## src/rtl/alarm_latch_pkg.sv

```systemverilog
package alarm_latch_pkg;
    parameter int ALARM_W = 16;
    parameter int ADDR_W  = 2;

    typedef enum logic [ADDR_W-1:0] {
        SEL_RAW    = 2'd0,
        SEL_STATUS = 2'd1,
        SEL_MASK   = 2'd2,
        SEL_DFLT   = 2'd3
    } reg_sel_e;
endpackage

```

## src/rtl/alarm_mask_ctl.sv

```systemverilog
module alarm_mask_ctl #(
    parameter int          W          = 16,
    parameter logic [W-1:0] RESET_MASK = '0
) (
    input  logic         clk_i,
    input  logic         rst_ni,
    input  logic         cfg_mode_i,
    input  logic         mask_we_i,
    input  logic         dflt_we_i,
    input  logic [W-1:0] wdata_i,
    output logic [W-1:0] mask_o,
    output logic [W-1:0] dflt_o
);
    typedef struct packed {
        logic [W-1:0] mask;
        logic [W-1:0] dflt;
        logic         cfg;
    } mask_state_t;

    mask_state_t st_d, st_q;
    logic        leave_cfg;

    always_comb begin
        st_d      = st_q;
        st_d.cfg  = cfg_mode_i;
        leave_cfg = st_q.cfg && !cfg_mode_i;
        if (dflt_we_i && cfg_mode_i) begin
            st_d.dflt = wdata_i;
        end
        if (leave_cfg) begin
            st_d.mask = st_q.dflt;
        end else if (mask_we_i) begin
            st_d.mask = wdata_i;
        end
    end

    always_ff @(posedge clk_i or negedge rst_ni) begin
        if (!rst_ni) begin
            st_q.mask <= RESET_MASK;
            st_q.dflt <= RESET_MASK;
            st_q.cfg  <= 1'b0;
        end else begin
            st_q <= st_d;
        end
    end

    assign mask_o = st_q.mask;
    assign dflt_o = st_q.dflt;
endmodule

```

## src/rtl/alarm_status_latch.sv

```systemverilog
module alarm_status_latch #(
    parameter int W = 16
) (
    input  logic         clk_i,
    input  logic         rst_ni,
    input  logic [W-1:0] raw_i,
    input  logic [W-1:0] mask_i,
    input  logic [W-1:0] clr_i,
    output logic [W-1:0] status_o
);
    typedef struct packed {
        logic [W-1:0] status;
    } stat_state_t;

    stat_state_t st_d, st_q;
    logic [W-1:0] capture;

    always_comb begin
        capture     = raw_i & mask_i;
        st_d        = st_q;
        // clear first, then capture, so a capture overrides a clear of the same bit
        st_d.status = (st_q.status & ~clr_i) | capture;
    end

    always_ff @(posedge clk_i or negedge rst_ni) begin
        if (!rst_ni) begin
            st_q <= '0;
        end else begin
            st_q <= st_d;
        end
    end

    assign status_o = st_q.status;
endmodule

```

## src/rtl/alarm_alert_reg.sv

```systemverilog
module alarm_alert_reg #(
    parameter int W = 16
) (
    input  logic         clk_i,
    input  logic         rst_ni,
    input  logic [W-1:0] status_i,
    output logic         alert_o
);
    typedef struct packed {
        logic alert;
    } alert_state_t;

    alert_state_t st_d, st_q;

    always_comb begin
        st_d       = st_q;
        st_d.alert = |status_i;
    end

    always_ff @(posedge clk_i or negedge rst_ni) begin
        if (!rst_ni) begin
            st_q <= '0;
        end else begin
            st_q <= st_d;
        end
    end

    assign alert_o = st_q.alert;
endmodule

```

## src/rtl/alarm_latch_top.sv

```systemverilog
module alarm_latch_top
    import alarm_latch_pkg::*;
#(
    parameter logic [ALARM_W-1:0] RESET_MASK = 16'hF882
) (
    input  logic               clk_i,
    input  logic               rst_ni,
    input  logic [ALARM_W-1:0] raw_i,
    input  logic               cfg_mode_i,
    input  logic               wr_en_i,
    input  logic [ADDR_W-1:0]  addr_i,
    input  logic [ALARM_W-1:0] wdata_i,
    output logic [ALARM_W-1:0] rdata_o,
    output logic               alert_o
);
    localparam int W = ALARM_W;

    reg_sel_e     sel;
    logic         mask_we, dflt_we;
    logic [W-1:0] clr_bits;
    logic [W-1:0] mask_w, dflt_w, status_w;

    always_comb begin
        sel      = reg_sel_e'(addr_i);
        mask_we  = wr_en_i && (sel == SEL_MASK);
        dflt_we  = wr_en_i && (sel == SEL_DFLT);
        clr_bits = (wr_en_i && (sel == SEL_STATUS)) ? wdata_i : '0;
    end

    alarm_mask_ctl #(.W(W), .RESET_MASK(RESET_MASK)) u_mask (
        .clk_i     (clk_i),
        .rst_ni    (rst_ni),
        .cfg_mode_i(cfg_mode_i),
        .mask_we_i (mask_we),
        .dflt_we_i (dflt_we),
        .wdata_i   (wdata_i),
        .mask_o    (mask_w),
        .dflt_o    (dflt_w)
    );

    alarm_status_latch #(.W(W)) u_status (
        .clk_i   (clk_i),
        .rst_ni  (rst_ni),
        .raw_i   (raw_i),
        .mask_i  (mask_w),
        .clr_i   (clr_bits),
        .status_o(status_w)
    );

    alarm_alert_reg #(.W(W)) u_alert (
        .clk_i   (clk_i),
        .rst_ni  (rst_ni),
        .status_i(status_w),
        .alert_o (alert_o)
    );

    always_comb begin
        unique case (sel)
            SEL_RAW:    rdata_o = raw_i;
            SEL_STATUS: rdata_o = status_w;
            SEL_MASK:   rdata_o = mask_w;
            SEL_DFLT:   rdata_o = dflt_w;
            default:    rdata_o = '0;
        endcase
    end
endmodule

```

## config.mk

```make
export PLATFORM = sky130hd
export DESIGN_NAME = alarm_latch_top
export DESIGN_NICKNAME = d
export VERILOG_FILES = /design/src/rtl/alarm_latch_pkg.sv /design/src/rtl/alarm_mask_ctl.sv /design/src/rtl/alarm_status_latch.sv /design/src/rtl/alarm_alert_reg.sv /design/src/rtl/alarm_latch_top.sv
export SDC_FILE = /design/constraint.sdc
export NUM_CORES = 1
export LEC_CHECK = 0
export ABC_AREA = 1
export BUFFER_PORTS_ARGS = -buffer_cell sky130_fd_sc_hd__buf_2
export CAP_MARGIN = 20
export CORE_ASPECT_RATIO = 0.9
export CORE_MARGIN = 2
export CORE_UTILIZATION = 24
export DETAILED_ROUTE_END_ITERATION = 7
export GPL_ROUTABILITY_DRIVEN = 0
export HOLD_SLACK_MARGIN = 0.12
export PLACE_DENSITY = 0.44
export SLEW_MARGIN = 20
export SYNTH_ARGS = -nofsm -noshare
export SYNTH_HDL_FRONTEND = slang
export SYNTH_SLANG_ARGS = --single-unit
```

## constraint.sdc

```tcl
create_clock -name clk_i -period 1.3 [get_ports clk_i]
set_input_delay 0 -clock clk_i [delete_from_list [all_inputs] [get_ports clk_i]]
set_output_delay 0 -clock clk_i [all_outputs]
set_load 0.005 [all_outputs]
```

Word-level counts from Yosys, hierarchy flattened. Index checks and enable logic that the tools add are counted.

$add $sub $neg: 0. Multiply operators: 0. Div/mod/pow operators: 0. Order comparisons: 0. Equal/unequal tests: 3. Shifts and indexed selects: 0. Muxes and demuxes: 4. Bitwise gates (word level): 4. Reduce and logical (&&, ||, !) cells: 9.

Operators with widths (number): $pmux W16 S4 (1); $mux W16 (3); $and A16 B16 Y16 (2); $not A16 Y16 (1); $or A16 B16 Y16 (1); $reduce_or A16 Y1 (1); $logic_and A1 B1 Y1 (5); $eq A2 B2 Y1 const B (2); $eq A2 B1 Y1 const B (1); $logic_not A2 Y1 (1); $reduce_bool A2 Y1 (1); $logic_not A1 Y1 (1).

Register bits: 50. Bits in latches: 0. RAM bits: 0. Bits in read-only memories: 0. Input bits: 38. Output and inout port bits: 17. Word-level logic and storage cells: 25. Memories kept: 0.

Depth between registers and ports, before layout.
Word-level depth: 6. Gate-level depth with buffers: 7. Depth with buffers taken out: 6.

By module. A second synthesis with hierarchy kept.

Cells, all modules: 452. Area, all modules: 3239.4 um2.

By module, submodules not included: alarm_mask_ctl (times used 1, cells each 225, area an instance 1805.5 um2, seq. area each 843.3 um2); alarm_latch_top (times used 1, cells each 131, area an instance 711.9 um2, seq. area each 0.0 um2); alarm_status_latch (times used 1, cells each 80, area an instance 640.6 um2, seq. area each 400.4 um2); alarm_alert_reg (times used 1, cells each 16, area an instance 81.3 um2, seq. area each 25.0 um2).

Least setup slack after synthesis. No wires, ideal clock.

Kind: flip-flop to flip-flop. Start: register u_mask.st_q[0] (netlist bit). End: register u_mask.st_q, in the netlist u_mask.mask_o[10]. Setup time: 0.116 ns. Arrival: 0.910 ns. Data required time: 1.184 ns. Setup slack: 0.273 ns. Stages on the path, launching flop included: 7. Path buffers: 2. Clock period less this slack: 1.027 ns. Cells stage by stage: dfrtp_1 -> buf_2 -> nand2_2 -> nand2_4 -> buf_6 -> nand2_1 -> nand2_1.

Word-level cells in the longest chain between the ends: 2. Elaborated cells between the ends (all ways): 3. Those cells by class: mux: 1; reduce/logical: 2.

Ends and longest elaborated chain: from (decl) (line alarm_mask_ctl.sv:20) `mask_state_t st_d, st_q;`; from (signal assigned) (line alarm_mask_ctl.sv:43) `st_q <= st_d;`; $logic_and A1 B1 Y1 * (line alarm_mask_ctl.sv:26) `leave_cfg = st_q.cfg && !cfg_mode_i;`; $mux W16 / $reduce_bool A2 Y1 (equally long branches).

Mark *: on every way between the ends. The rest lies on a longest branch, timed or not. A chain may end at the register's enable or synchronous reset.

Worst setup path after layout.
Start: input wr_en_i. End: register u_mask.st_q, in the netlist u_mask.dflt_o[0].

Word-level cells in the longest chain between the ends: 2.

Ends and longest elaborated chain: from (decl) (line alarm_latch_top.sv:10) `input logic wr_en_i,`; $logic_and A1 B1 Y1 (line alarm_latch_top.sv:26) `dflt_we = wr_en_i && (sel == SEL_DFLT);`; $logic_and A1 B1 Y1 (line alarm_mask_ctl.sv:27) `if (dflt_we_i && cfg_mode_i) begin`.

No other way between the ends.

==> results.toml <==
[timing]
hold_violations = 0
slew_violations = 0
slew_headroom = 0.592
finClkSkew_ps = 6.72
tightestPinTransition_ps = 612
setup_viol = 0
period_share = 0.893
max_freq_mhz = 862
fin_crit_ps = 1160
tns_ps = 0
rsz0062_at_grt = "no"

[layout]
drive_above_1_share = 0.212
fin_area_um2 = 3810
antenna_cells = 0
final_cell_mix = "nand2_1, nand3_1, buf_2"
layout_commonest_cell = "nand2_1"
areaGrowthSynthToFinish_pct = 32.7
num-nets-final = 514

[setup_path]
crit_fanout = 10
timing.rr.end = "u_mask.mask_o[15]"
crit_path_start_kind = "input port"
worstPathRequired_ps = 1480
r2r_slack_ps = 210
startpoint = "wr_en_i"
critPathKind = "in -> reg"
setup.worst_path.end = "u_mask.dflt_o[0]"
endpoint_kind = "register"
worst-endpoint-arrival_ps = 1340
worst_r2r_path_depth = 6
r2r_start = "u_mask.st_q[0]"

[yosys]
yosysSeqAreaShare = 0.442
syn_area_um2 = 2870
synth_seq_cells = 50
synthCells = 389
yosysUniqueCellTypes = 20
synthXorXnorAreaFrac = 0
synth_top_family_by_area = "simple AND/OR/NAND/NOR gates"
synthAdderAreaFrac = 0
synth_compound_area_frac = 0.0279
synthSimpleGateAreaFrac = 0.467
ys_warn_count = 0
synthMuxAreaShare = 0
syn_avg_cell_area_um2 = 7.38
syn_nets = 427

[drt]
drt_iter0_drc = 265
wl_met2_um = 4440
firstDrtPassIters = 4
viasPerCell = 4.73
vias = 2991
wire_per_inst_um = 15.7
m1WireLength_um = 4930
wl_met3_um = 417
top_layer = "met4"
wl_um = 9960
drtAntennaViolNets = 0
drc_errors = 0

[floorplanning]
fp.dieW_um = 119
coreArea_um2 = 11500
dieHeight_um = 108
boundaryPins = 55
rows = 37
die_area_um2 = 12900
initial_core_util = 0.249

[clock_network]
root_buffer = "clkbuf_16"
clkTransAtPathRegs_ps = 70
clock_sinks = 50
htreeDepth = 2
worstSkewPairLatency_ps = 290
cts_buffers = 5
cts_tree = "built"
clock_path_buffers = 2

[global_route]
grt_overflow = 0
first_global_vias = 3037
groute.usage.overall = 0.163
grt_pass1_wl_um = 16300
antenna_found_initial = 0
grt_max_degree = 51

[placed_design]
placed_area_um2 = 3310
io_buffers = 54
dp_hpwl_um = 6690

[power_and_ir_drop]
vdd.ir_drop.worst_uv = 524
p_per_area_nw_per_um2 = 1180
leakage_nw = 1.83

[outcome]
status = "completed"

[job]
drv_cap = 0

[worst_hold_path]
worstHoldPathCells = 4
hp-class = "in -> reg"
-- worst max-delay path, cell delays in order --
cell	delay (ps)
dlygate4sd3_1	520
buf_2	230
nand2_4	170
buf_4	210
o21ai_0	140
nand2_1	70
-- cells in the mapped netlist --
cell / instances / area, um^2
nand2_1: 165 / 619
nand3_1: 96 / 480
dfrtp_1: 36 / 901
nand4_1: 16 / 100
buf_2: 15 / 75.1
dfstp_2: 14 / 368
o21ai_0: 12 / 60.1
nor2_1: 10 / 37.5
buf_4: 5 / 37.5
buf_6: 4 / 45.0
o21ai_1: 4 / 20.0
nand2_2: 2 / 12.5
nand2_4: 2 / 22.5
nor2_8: 2 / 40.0
buf_1: 1 / 3.75
inv_1: 1 / 3.75
inv_2: 1 / 3.75
inv_8: 1 / 11.3
nand3_4: 1 / 17.5
nor2_4: 1 / 11.3
-- sequential cells by signal, indices dropped and copies added (netlist names) --
name               count
u_mask.dflt_o         16
u_mask.st_q            1
u_status.status_o     16
u_alert.alert_o        1
u_mask.mask_o         16
-- kinds of logic after synthesis --
kind of cell,after synthesis
AOI/OAI and AO/OA,16
and+or+nand+nor,295
buffers and inverters,28
DFF,50
-- repair_timing --
action,4_1_cts,5_1_grt
hold buffers,35,0
endpoints found under the setup margin,0,15
endpoints found under the hold margin,99,0
gates resized for setup,0,1
setup buffers,0,0
-- worst min path at each step --
stage	start	to	slack [ps]
after detailed placement	rst_ni	u_status.status_o[6]	20
after global placement	rst_ni	u_status.status_o[7]	20
after floorplan	rst_ni	u_alert.alert_o	-300
after global routing	addr_i[1]	u_mask.mask_o[11]	210
final	addr_i[1]	u_mask.mask_o[13]	190
after CTS	addr_i[1]	u_mask.mask_o[13]	190
-- power by group --
group | total (mW) | internal, mW | switching [mW]
logic | 1.01 | 0.440 | 0.571
clock network | 1.35 | 0.765 | 0.588
registers | 2.13 | 1.89 | 0.236
total | 4.49 | 3.10 | 1.40
-- final cells by class --
type	count	area, um^2
inverters	3	18.8
repair buffers	105	753
multi-input cells	311	1430
clock buffers	7	143
flip-flops and latches	50	1270
well taps	156	195
fillers	1244	7720
clock inverters	1	5.00
-- stage by stage --
step	cells	power (mW)	hold slack, ps	worst slack [ps]	util
floorplan	389	2.67	-296	273	-
detailed placement	590	3.09	23.5	141	0.287
CTS	633	4.55	193	60.3	0.330
global placement	590	3.07	22.6	149	0.287
global route	633	4.79	214	43.9	0.331
finish	633	4.49	191	139	0.331
-- per-layer routing --
metal	global-route usage	vias up
li1	-	1473
met1	0.229	1429
met2	0.253	76
met3	0.0260	13
met4	0.0570	0
met5	0	-
Note: power is estimated with default switching activity, not from simulation.
